--- src/rtl/sca_pkg.sv ---
package sca_pkg;

  // Channel positions inside the synchronised comparator vector
  localparam int CH_CF = 0;
  localparam int CH_LL = 1;
  localparam int CH_UL = 2;
  localparam int N_CH  = 3;

  typedef enum logic [1:0] {
    MODE_NORMAL   = 2'b00,
    MODE_WINDOW   = 2'b01,
    MODE_INTEGRAL = 2'b10,
    MODE_SPARE    = 2'b11
  } sca_mode_e;

  typedef enum logic [1:0] {
    OUT_IDLE  = 2'b00,
    OUT_WAIT  = 2'b01,
    OUT_PULSE = 2'b10
  } out_state_e;

  // Upper-level inhibit applies in every mode except integral
  function automatic logic ul_may_block(input logic [1:0] m);
    return m != MODE_INTEGRAL;
  endfunction

  function automatic logic rising(input logic cur, input logic prev);
    return cur & ~prev;
  endfunction

  function automatic logic falling(input logic cur, input logic prev);
    return ~cur & prev;
  endfunction

  // Width needed to hold both a delay value and a pulse-width count
  function automatic int count_width(input int dw, input int pw);
    int pcw;
    pcw = $clog2(pw) + 1;
    return (dw > pcw) ? dw : pcw;
  endfunction

endpackage

--- src/rtl/sca_sync.sv ---
module sca_sync #(
  parameter int W      = 3,
  parameter int STAGES = 2
) (
  input  logic         clk,
  input  logic         rst_n,
  input  logic [W-1:0] din,
  output logic [W-1:0] lvl,
  output logic [W-1:0] lvl_d
);
  // STAGES synchroniser flops plus one history flop for edge detection
  localparam int DEPTH = STAGES + 1;

  logic [DEPTH-1:0][W-1:0] chain;

  always_ff @(posedge clk or negedge rst_n) begin
    if (!rst_n) chain <= '0;
    else        chain <= {chain[DEPTH-2:0], din};
  end

  assign lvl   = chain[STAGES-1];
  assign lvl_d = chain[STAGES];
endmodule

--- src/rtl/sca_qualifier.sv ---
module sca_qualifier
  import sca_pkg::*;
(
  input  logic            clk,
  input  logic            rst_n,
  input  logic [1:0]      mode,
  input  logic [N_CH-1:0] lvl,
  input  logic [N_CH-1:0] lvl_d,
  output logic            qual,
  output logic            gate,
  output logic            ll_lat,
  output logic            ul_lat,
  output logic            rst_evt,
  output logic            discharge
);
  logic cf_rise, cf_fall, ll_rise, ul_rise;
  logic cf_done;   // qualify strobe of the current pulse has come and gone
  logic ul_inhibit;

  assign cf_rise = rising (lvl[CH_CF], lvl_d[CH_CF]);
  assign cf_fall = falling(lvl[CH_CF], lvl_d[CH_CF]);
  assign ll_rise = rising (lvl[CH_LL], lvl_d[CH_LL]);
  assign ul_rise = rising (lvl[CH_UL], lvl_d[CH_UL]);

  // One-cycle qualify strobe just after the constant-fraction release
  always_ff @(posedge clk or negedge rst_n) begin
    if (!rst_n) qual <= 1'b0;
    else        qual <= cf_fall;
  end

  always_ff @(posedge clk or negedge rst_n) begin
    if (!rst_n)       ll_lat <= 1'b0;
    else if (ll_rise) ll_lat <= 1'b1;
    else if (rst_evt) ll_lat <= 1'b0;
  end

  always_ff @(posedge clk or negedge rst_n) begin
    if (!rst_n)       ul_lat <= 1'b0;
    else if (ul_rise) ul_lat <= 1'b1;
    else if (rst_evt) ul_lat <= 1'b0;
  end

  always_ff @(posedge clk or negedge rst_n) begin
    if (!rst_n)                  cf_done <= 1'b0;
    else if (rst_evt || cf_rise) cf_done <= 1'b0;
    else if (qual)               cf_done <= 1'b1;
  end

  assign ul_inhibit = ul_lat & ul_may_block(mode);
  assign gate       = qual & ll_lat & ~ul_inhibit;

  // Both releases must have happened, in whichever order they came
  assign rst_evt = ll_lat & ~lvl[CH_LL] & ~lvl[CH_CF] & cf_done & ~qual;

  always_ff @(posedge clk or negedge rst_n) begin
    if (!rst_n) discharge <= 1'b0;
    else        discharge <= rst_evt;
  end
endmodule

--- src/rtl/sca_pulse_gen.sv ---
module sca_pulse_gen
  import sca_pkg::*;
#(
  parameter int DW = 8,
  parameter int PW = 2
) (
  input  logic          clk,
  input  logic          rst_n,
  input  logic          gate,
  input  logic [DW-1:0] delay,
  output logic          pos_out,
  output logic          neg_out,
  output logic          dead_flag,
  output logic          busy
);
  localparam int CW = count_width(DW, PW);
  localparam logic [CW-1:0] PW_LAST = CW'(PW - 1);
  localparam logic [CW-1:0] ONE     = CW'(1);

  out_state_e    state, nstate;
  logic [CW-1:0] cnt, ncnt;

  always_comb begin
    nstate = state;
    ncnt   = cnt;
    unique case (state)
      OUT_IDLE: begin
        if (gate) begin
          if (delay == '0) begin
            nstate = OUT_PULSE;
            ncnt   = PW_LAST;
          end else begin
            nstate = OUT_WAIT;
            ncnt   = CW'(delay) - ONE;
          end
        end
      end
      OUT_WAIT: begin
        if (cnt == '0) begin
          nstate = OUT_PULSE;
          ncnt   = PW_LAST;
        end else begin
          ncnt = cnt - ONE;
        end
      end
      OUT_PULSE: begin
        if (cnt == '0) nstate = OUT_IDLE;
        else           ncnt   = cnt - ONE;
      end
      default: begin
        nstate = OUT_IDLE;
        ncnt   = '0;
      end
    endcase
  end

  always_ff @(posedge clk or negedge rst_n) begin
    if (!rst_n) begin
      state     <= OUT_IDLE;
      cnt       <= '0;
      pos_out   <= 1'b0;
      neg_out   <= 1'b1;
      dead_flag <= 1'b0;
    end else begin
      state     <= nstate;
      cnt       <= ncnt;
      pos_out   <= (nstate == OUT_PULSE);
      neg_out   <= (nstate != OUT_PULSE);
      dead_flag <= gate & (state != OUT_IDLE);
    end
  end

  assign busy = (state != OUT_IDLE);
endmodule

--- src/rtl/sca_timing.sv ---
module sca_timing
  import sca_pkg::*;
#(
  parameter int DELAY_W     = 8,
  parameter int PULSE_W     = 2,
  parameter int SYNC_STAGES = 2
) (
  input  logic               clk,
  input  logic               rst_n,
  input  logic               cf_in,
  input  logic               ll_in,
  input  logic               ul_in,
  input  logic [1:0]         mode,
  input  logic [DELAY_W-1:0] delay,
  output logic               pos_out,
  output logic               neg_out,
  output logic               dead_flag,
  output logic               discharge
);
  logic [N_CH-1:0] raw_w, lvl_w, lvl_d_w;
  // Internal events, named for the bound checker
  logic qual_w, gate_w, ll_lat_w, ul_lat_w, rst_evt_w, busy_w;

  always_comb begin
    raw_w        = '0;
    raw_w[CH_CF] = cf_in;
    raw_w[CH_LL] = ll_in;
    raw_w[CH_UL] = ul_in;
  end

  sca_sync #(.W(N_CH), .STAGES(SYNC_STAGES)) u_sync (
    .clk   (clk),
    .rst_n (rst_n),
    .din   (raw_w),
    .lvl   (lvl_w),
    .lvl_d (lvl_d_w)
  );

  sca_qualifier u_qual (
    .clk       (clk),
    .rst_n     (rst_n),
    .mode      (mode),
    .lvl       (lvl_w),
    .lvl_d     (lvl_d_w),
    .qual      (qual_w),
    .gate      (gate_w),
    .ll_lat    (ll_lat_w),
    .ul_lat    (ul_lat_w),
    .rst_evt   (rst_evt_w),
    .discharge (discharge)
  );

  sca_pulse_gen #(.DW(DELAY_W), .PW(PULSE_W)) u_pulse (
    .clk       (clk),
    .rst_n     (rst_n),
    .gate      (gate_w),
    .delay     (delay),
    .pos_out   (pos_out),
    .neg_out   (neg_out),
    .dead_flag (dead_flag),
    .busy      (busy_w)
  );
endmodule

--- config.mk ---
export PLATFORM = sky130hd
export DESIGN_NAME = sca_timing
export DESIGN_NICKNAME = d
export VERILOG_FILES = /design/src/rtl/sca_pkg.sv /design/src/rtl/sca_sync.sv /design/src/rtl/sca_qualifier.sv /design/src/rtl/sca_pulse_gen.sv /design/src/rtl/sca_timing.sv
export SDC_FILE = /design/constraint.sdc
export NUM_CORES = 1
export LEC_CHECK = 0
export BUFFER_PORTS_ARGS = -buffer_cell sky130_fd_sc_hd__buf_4
export CAP_MARGIN = 25
export CELL_PAD_IN_SITES_DETAIL_PLACEMENT = 1
export CELL_PAD_IN_SITES_GLOBAL_PLACEMENT = 1
export CORE_ASPECT_RATIO = 0.8
export CORE_UTILIZATION = 43
export DETAILED_ROUTE_END_ITERATION = 8
export GPL_TIMING_DRIVEN = 0
export PLACE_DENSITY = 0.84
export SKIP_LAST_GASP = 1
export SYNTH_ARGS = -nofsm -noshare
export SYNTH_HDL_FRONTEND = slang
export SYNTH_HIERARCHICAL = 1
export SYNTH_SLANG_ARGS = --single-unit
--- constraint.sdc ---
create_clock -name clk -period 2.65 [get_ports clk]
set_clock_uncertainty 0.05 [all_clocks]
set_input_delay 0.53 -clock clk [delete_from_list [all_inputs] [get_ports clk]]
set_output_delay 0.53 -clock clk [all_outputs]
set_load 0.005 [all_outputs]
Word-level counts from Yosys, hierarchy flattened
Cells that the tools add are included.
{ "word_totals": {"out_inout_bits": 4, "word_cells": 65, "ff_bits": 27, "inputBits": 15} }
{ "op_classes": {"n_mux": 15, "n_addsub": 2, "reduce_logical": 9, "bitwise": 19, "eq_ne": 7} }
{ "op_table": {"columns": ["operator", "n"], "rows": [
  ["8-bit 2-to-1 mux", 4],
  ["8-bit one-hot mux with 3 select lines", 1],
  ["8-bit logical NOT", 2],
  ["8-bit by 1-bit subtractor with 8-bit output (second input constant)", 2],
  ["1-bit bitwise AND", 12],
  ["2-bit 2-to-1 mux", 4],
  ["2-bit nonzero test", 4],
  ["1-bit inverter", 7],
  ["2-bit inequality test (second input constant)", 3],
  ["2-bit one-hot mux with 3 select lines", 1],
  ["1-bit 2-to-1 mux", 5],
  ["2-bit equality test (second input constant)", 2],
  ["2-bit by 1-bit equality test with 1-bit output (second input constant)", 1],
  ["2-bit logical NOT", 1],
  ["2-bit by 1-bit inequality test with 1-bit output (second input constant)", 1],
  ["2-bit AND reduction", 1],
  ["1-bit logical OR", 1]
]} }

Longest topological paths before layout
Gate-level depths: netlist of the first run.
{ "depth": {"ltp_word": 7, "depth_mapped": 8} }

By module
The synthesis of the first run kept the hierarchy.
{ "modules_own_cells": {"columns": ["module", "n_inst", "seq_area_each_um2", "cells_per_inst", "area_per_inst_um2"], "rows": [
  ["sca_pulse_gen", 1, 326.6, 112, 945.9],
  ["sca_sync", 1, 225.2, 15, 270.3],
  ["sca_qualifier", 1, 125.1, 19, 206.4]
]} }

Least setup slack after synthesis of the first run
Ideal clock, no wire load.
{ "synth_path": {"path_type": "register to register", "startpoint": "register u_pulse.cnt[0]", "endpoint": "register u_pulse.cnt[2]", "period_less_slack_ns": 1.885, "arrival_ns": 1.708, "path_slack_ns": 0.765, "stages_incl_launch_ff": 9, "required_ns": 2.473, "cell_sequence": "dfrtp_1 inv_1 ha_1 nor3b_1 and3_1 clkbuf_1 o21ai_1 a32oi_1 o22ai_1"} }
{ "synth_between": {"elab_chain_len": 3, "word_cells_on_any_way": 7, "cone_classes": "add/sub: 1; eq/ne: 1; mux: 3; reduce/logical: 2"} }
{ "synth_lines": {"columns": ["element", "line_no", "rtl"], "rows": [
  ["from (decl)", "sca_pulse_gen.sv:21", "logic [CW-1:0] cnt, ncnt;"],
  ["from (signal assigned)", "sca_pulse_gen.sv:66", "cnt <= ncnt;"],
  ["8-bit by 1-bit subtractor with 8-bit output / 8-bit logical NOT (equally long branches)", null, null],
  ["8-bit 2-to-1 mux (tied with other cells)", "sca_pulse_gen.sv:47", "if (cnt == '0) nstate = OUT_IDLE;"],
  ["8-bit one-hot mux with 3 select lines / 2-bit AND reduction (equally long branches)", null, null]
]} }
Several ways; a longest one is shown, not always the timed one. The select of a mux whose other input is x is not followed.
A chain may end at the register's enable or synchronous reset.

Worst setup path in the final report of the first run
{ "layout_path": {"startpoint": "register u_pulse.cnt[0]", "endpoint": "register u_pulse.cnt[3]"} }
The elaborated chain is that of the path after synthesis.

==> impl_results.md, run 1 <==
- Postcts setup bufs: 0
- Clk sink count: 27
- Vias in the first global route: 1185
- Drt wl/cell: between 15 and 20 um
- Critical setup path kind: reg2reg
- First-pass GRT wire length: 5600 um
- Final Cell Area: 1660 um^2
- Horiz. Die Dim: between 60 and 70 um
- Max-slew violation count: 0
- WHS: between 0.1 and 0.15 ns
- Post-synthesis sequential area ratio: about 48%
- Power per cell area: slightly above 900 nW/um^2
- Final core occ: between 50% and 60%
- Syn avg cell area: about 9.7 um^2
- Number of synthesized flops with an enable pin: 0
- Clk slew on worst S/H paths: around 0.1 ns
- Worst R2R Start: u_pulse/cnt[0]$_DFFE_PN0P_
- Area occupied by registers: a little under 700 um^2
- Number of remaining DRC errors: 0
- Clk_lat worst skew: between 0.2 and 0.3 ns
- Hold_buf cts: 0
- Core Region: just over 3000 um^2
- Die area: ~3500 um^2
- Largest net degree at the start of global routing: 28
- Cell Area, Synth: roughly 1400 um^2
- CTS resizes: 0
- Initial cell density of the core: 45.8%
- Post-synthesis cell count: 146
- Port buffer count: 18
- Hold crit path type: in2async
- Dpl cell area: about 1600 um^2
- Crit share post-route: 87.8%
- Initial antenna violation count: 0
- Critical Path Sink Type: flop
- Slew @ Worst Pin: 0.654 ns
- Gr ovfl total: 0
- R2R Path End: u_pulse/cnt[3]$_DFFE_PN0P_
- Flop2flop setup slack: ~0.32 ns
- Worst VDD drop: ~0.5 mV
- Gr usage total: 22.0%
- Fin crit period: 2.33 ns
- Die H: about 53 um
- Slew margin rel.: between 50% and 60%
- Worst endpoint data arrival time: between 2 and 2.5 ns
- Post-route ant nets: 0
- Unrepaired setup endpoints after global routing: no
- I/O Pins: 19
- Status: finished, final reports clean
- Max cap viols: 0
- Post-synth top flop: dfrtp_1
- Vias per std cell: roughly 5.5
- N_diodes: 0
- Number of buffers created by CTS: 3
- Worst setup margin: roughly 0.32 ns
- Max Root-Sink Buffers: 2
- # fillers: roughly 370
- Area of the multi-input gates: 632 um^2
- Leakage: 0.763 nW
- Yosys warns: 6
- CTS tree: yes
- FF-to-FF path depth: 8
- Cell Rows: 18
- Proportion of layout cells with a drive suffix above 1: approximately 24%
- Syn_nets: roughly 170
- Post-Layout Cell Count: around 210
- Ys async rst share: 100%
- Distinct cells, synth: 45
- Detail Placement HPWL: 2550 um
- CTS root buf: clkbuf_8
- H-tree lvl count: 1
- Power, Total: between 1.5 and 2 mW
- 1st-pass router iterations: 4
- Fin Setup TNS: 0 ns
- Initial DRC count: 31
- Final net count: between 150 and 200
- Critical Path Start Type: flop
- Setup violations, final: 0
- Final Wtd Congestion: between 0.9 and 1
- Fmax: around 430 MHz
- Final Hold Vio Count: 0
- CP required: between 2 and 3 ns
- Via count: between 1000 and 1500
- Max FO, Critical Path: 6
- FF+latch count, synth: 27
- Area grow syn2layout: 16.4%
- Final WL: between 3000 and 4000 um
- Dpl cells: 204
- Worst slack at placement: between 0.4 and 0.5 ns
==> area by class of cell <==
type,instances,area share [%]
Sequential cell,27,40.9
Inverter,15,3.40
Buffer,9,3.47
Timing Repair Buffer,18,8.16
Clock buffer,3,2.49
Multi-Input combinational cell,95,38.1
Clock inverter,1,0.453
Tap cell,40,3.02
==> worst max path at each step <==
| stage | depth (start not counted) | end | from | slack [ns] |
|---|---|---|---|---|
| finish | 8 | u_pulse/cnt[3]$_DFFE_PN0P_ | u_pulse/cnt[0]$_DFFE_PN0P_ | 0.32 |
| global route | 8 | u_pulse/cnt[2]$_DFFE_PN0P_ | u_pulse/cnt[0]$_DFFE_PN0P_ | 0.19 |
| CTS | 8 | u_pulse/cnt[3]$_DFFE_PN0P_ | u_pulse/cnt[0]$_DFFE_PN0P_ | 0.37 |
| detailed placement | 8 | u_pulse/cnt[3]$_DFFE_PN0P_ | u_pulse/cnt[0]$_DFFE_PN0P_ | 0.43 |
| global placement | 8 | u_pulse/cnt[3]$_DFFE_PN0P_ | u_pulse/cnt[0]$_DFFE_PN0P_ | 0.50 |
| floorplan | 8 | u_pulse/cnt[2]$_DFFE_PN0P_ | u_pulse/cnt[0]$_DFFE_PN0P_ | 0.76 |
==> cells in the final DEF (no fill, tap or decap), types with 2 or more instances in the layout <==
cell and instances:
a21oi_1 9, a22o_1 2, a22oi_1 2, and2_1 2, buf_4 24, clkbuf_1 2, clkbuf_8 3, dfrtp_1 26
ha_1 4, inv_1 14, mux2_2 2, nand2_1 10, nand2b_4 2, nand3_1 6, nor2_1 13, nor3_1 3
nor3b_1 2, o21ai_1 7, o22ai_1 2, o311ai_1 2, xnor2_1 3, xor2_1 3
==> registers in the layout, summed over array words and instances (netlist names), 2 cells and up <==
signal         count
u_pulse/cnt        8
u_pulse/state      2
u_sync/chain       3
u_sync/lvl         3
u_sync/lvl_d       3
==> cells by family (layout without fill, tap and decap cells) <==
logic type | after synthesis | after routing | synth area share [%]
DFF | 27 | 27 | 47.6
buffers and inverters | 24 | 46 | 8.00
xor gates and xnor gates | 6 | 6 | 3.69
muxes | 2 | 2 | 1.58
and+or+nand+nor | 48 | 48 | 18.8
adders and majority gates | 4 | 4 | 3.52
AOI/OAI and AO/OA | 35 | 35 | 16.8
==> power by group <==
group	total [mW]	internal, mW	switching (mW)
logic	0.677	0.277	0.400
registers	0.599	0.515	0.0846
clock network	0.242	0.107	0.135
==> Yosys cell counts, types with 2 or more instances <==
library cell | n | area, um^2
nand3_1 | 6 | 30.0
nor3b_1 | 2 | 15.0
xor2_1 | 3 | 26.3
nor3_1 | 3 | 15.0
dfrtp_1 | 26 | 651
inv_1 | 14 | 52.6
ha_1 | 4 | 50.1
a21oi_1 | 9 | 45.0
o22ai_1 | 2 | 12.5
nand2b_4 | 2 | 27.5
o21ai_1 | 7 | 35.0
clkbuf_1 | 2 | 7.51
nand2_1 | 10 | 37.5
and2_1 | 2 | 12.5
o311ai_1 | 2 | 17.5
a22o_1 | 2 | 17.5
mux2_2 | 2 | 22.5
a22oi_1 | 2 | 15.0
xnor2_1 | 3 | 26.3
nor2_1 | 13 | 48.8
buf_4 | 6 | 45.0
==> metal layers <==
layer  vias up  global-route usage (%)  share of wire, %
li1        549                       -                 -
met5         -                       0                 0
met3         2                    4.96               2.2
met1       591                    28.3                48
met2        10                    37.9                49
met4         0                    4.61              0.32
==> worst max-delay path, cell delays in order (launching register included) <==
cell and delay, ns:
dfrtp_1 0.45, inv_1 0.16, ha_1 0.16, nor3b_1 0.39, and3_1 0.23, clkbuf_1 0.28, o21ai_1 0.17, a22oi_1 0.24
o21ai_1 0.08
(Power assumes the default switching activity.)
==> run 2: changes to the inputs <==
Settings changed: REMOVE_ABC_BUFFERS set to 1.
==> run 2 against run 1 <==
Clock power shrank 4%. Register-to-register slack better by 0.10 ns. Via count decreased by 4.9%. Global-route usage shrank 0.31 points. Count of clock-buffer cells in the layout is the same. Sequential share of layout area up 1.5 points. Maximum frequency rose by 4.5%. Die area stayed put. Utilization fell by 1.9 points. Critical path type unchanged. Highest routed layer unchanged.
==> impl_results.md, run 2 (synthesis results as in run 1) <==
- Worst setup margin: 0.422 ns (+0.0997 ns)
- Comb pwr share: 42.9% (-1.7 points)
- Flop pwr share: 41.5% (+2.0 points)
- Number of remaining DRC errors: 0 (unchanged)
- Initial antenna violation count: 0 (unchanged)
- Vias per std cell: 5.51 (-0.56%)
- Final core occ: 51.4% (-1.9 points)
- Critical setup path kind: reg2reg
- Drt wl/cell: 16.6 um (+1.8%)
- Crit path top cell by count: o21ai_1
- # fillers: 372 (-0.27%)
- CTS root buf: clkbuf_8
- WHS: 0.101 ns (+0.000185 ns)
- Slew @ Worst Pin: 0.961 ns (+0.307 ns)
- Die H: 53.4 um (unchanged)
- CTS resizes: 0 (unchanged)
- Slowest stage delay, CP: 0.44 ns (about the same)
- Core Region: 3110 um^2 (unchanged)
- CP required: 2.76 ns (about the same)
- Post-Layout Cell Count: 199 (-4.3%)
- Postcts setup bufs: 0 (unchanged)
- Detail Placement HPWL: 2590 um (+1.9%)
- Critical Path Sink Type: flop
- Initial DRC count: 49 (+58%)
- Critical Path Start Type: flop
- Final Wtd Congestion: 0.916 (-3.3%)
- Routed wl met3: 93 um (+27%)
- Vias in the first global route: 1109 (-6.4%)
- Dpl cells: 195 (-4.4%)
- Worst endpoint data arrival time: 2.34 ns (-0.10 ns)
- Unrepaired setup endpoints after global routing: no
- Worst slack at placement: 0.304 ns (-0.127 ns)
- CTS tree: yes
- Number of buffers created by CTS: 3 (unchanged)
- Gr usage total: 21.7% (-0.31 points)
- Port buffer count: 18 (unchanged)
- Switching share of power: 40.4% (-0.38 points)
- Leakage: 0.731 nW (-4.3%)
- WL met1: 1640 um (+0.18%)
- Clk slew on worst S/H paths: 0.09 ns (about the same)
- Via count: 1096 (-4.9%)
- Int Power: 0.888 mW (-1.1%)
- Status: finished, final reports clean
- Top reg by flops: u_pulse/cnt
- Crit share post-route: 84.1% (-3.8 points)
- Final Hold Vio Count: 0 (unchanged)
- Slew margin rel.: 35.9% (-20 points)
- Max reg flops: 8 (unchanged)
- First-pass GRT wire length: 5490 um (-2.0%)
- Metal2 WL: 1540 um (-7.7%)
- Commonest non-fill, non-tap cells in the layout: dfrtp_1 (26), buf_4 (18), inv_1 (14), nor2_1 (13), nand2_1 (10)
- Max-slew violation count: 0 (unchanged)
- Fin crit period: 2.23 ns (-0.0997 ns)
- Critical path's slowest cell: dfrtp_1
- Initial cell density of the core: 45.8% (unchanged)
- N_diodes: 0 (unchanged)
- Fin Setup TNS: 0 ns (unchanged)
- Uppermost routed layer: met4
- Fmax: 449 MHz (+4.5%)
- Max Root-Sink Buffers: 2 (unchanged)
- Setup violations, final: 0 (unchanged)
- I/O Pins: 19 (unchanged)
- Switching power total: 0.603 mW (-2.7%)
- Worst VDD drop: 0.693 mV (+37%)
- Proportion of layout cells with a drive suffix above 1: 21.4% (-3.0 points)
- Power per cell area: 934 nW/um^2 (+1.9%)
- Post-route ant nets: 0 (unchanged)
- Max cap viols: 0 (unchanged)
- Final WL: 3300 um (-2.6%)
- Hold crit path type: in2async
- Clk sink count: 27 (unchanged)
- Max FO, Critical Path: 6 (unchanged)
- Most common library cell in the layout ignoring fill and taps: dfrtp_1
- Hold_buf cts: 0 (unchanged)
- Cell Rows: 18 (unchanged)
- Area grow syn2layout: 12.2%
- Die area: 3540 um^2 (unchanged)
- Largest net degree at the start of global routing: 28 (unchanged)
- Cell Chain, Critical Path: inv_1 > ha_1 > nor3b_1 > and3_1 > o21ai_1 > a22oi_1 > o21ai_1
- Clk_lat worst skew: 0.27 ns (about the same)
- Gr ovfl total: 0 (unchanged)
- Horiz. Die Dim: 66.3 um (unchanged)
- Clock Power Share: 15.6% (-0.3 points)
- 1st-pass router iterations: 4 (unchanged)
- H-tree lvl count: 1 (unchanged)
- Final net count: 179 (-4.8%)
-- run 2: changes by cell type in the layout (fill, tap and decap cells not counted) --
| cell | delta |
|---|---|
| buf_4 | -6 |
| clkinv_2 | +1 |
| clkinvlp_4 | -1 |
| clkbuf_1 | -2 |
| buf_2 | -1 |
-- run 2: worst paths after layout --
check,cells after the start,from,slack (ns),end
max,7,u_pulse/cnt[0]$_DFFE_PN0P_,0.42,u_pulse/cnt[3]$_DFFE_PN0P_
min,1,rst_n,0.10,u_sync/chain[2]$_DFF_PN0_
max reg2reg,7,u_pulse/cnt[0]$_DFFE_PN0P_,0.42,u_pulse/cnt[3]$_DFFE_PN0P_
min reg2reg,0,u_sync/chain[0]$_DFF_PN0_,0.31,u_sync/lvl[0]$_DFF_PN0_
max in group asynchronous,1,rst_n,2.16,u_pulse/neg_out$_DFF_PN1_
min in group clk,0,u_sync/chain[0]$_DFF_PN0_,0.31,u_sync/lvl[0]$_DFF_PN0_
-- run 2: worst max-delay path, delay by kind of cell, from the launching register on --
kind	cells	cell delay, ns
buffers and inverters	1	0.14
DFF	1	0.44
AOI/OAI and AO/OA	3	0.50
and+or+nand+nor	2	0.78
adders and majority gates	1	0.21
-- run 2: cell type report --
| cell class | count | area [um^2] | share of cell area [%] |
|---|---|---|---|
| Clock buffer | 3 | 41.3 | 2.59 |
| Timing Repair Buffer | 18 | 135 | 8.46 |
| Tap cell | 40 | 50.0 | 3.13 |
| Inverter | 15 | 56.3 | 3.53 |
| Sequential cell | 27 | 677 | 42.4 |
| Multi-Input combinational cell | 95 | 632 | 39.6 |
| Clock inverter | 1 | 5.00 | 0.313 |
-- run 2: power by group through the flow --
stage          Sequential (mW)  Clock [mW]  Combinational [mW]
2_1_floorplan            0.602           0               0.441
3_3_place_gp             0.619           0               0.600
6_report                 0.618       0.233               0.640
5_1_grt                  0.631       0.254               0.705
4_1_cts                  0.618       0.241               0.637
3_5_place_dp             0.626           0               0.630
-- run 2: per-stage QoR --
stage          area, um^2  power, mW
2_1_floorplan        1370       1.04
3_3_place_gp         1550       1.22
3_5_place_dp         1550       1.26
4_1_cts              1600       1.50
5_1_grt              1600       1.59
6_report             1600       1.49
-- run 2: per-layer routing --
metal	track usage, %	vias up
met3	5.17	4
met2	34.2	15
met5	0	-
met1	30.4	550
li1	-	527
met4	4.26	0
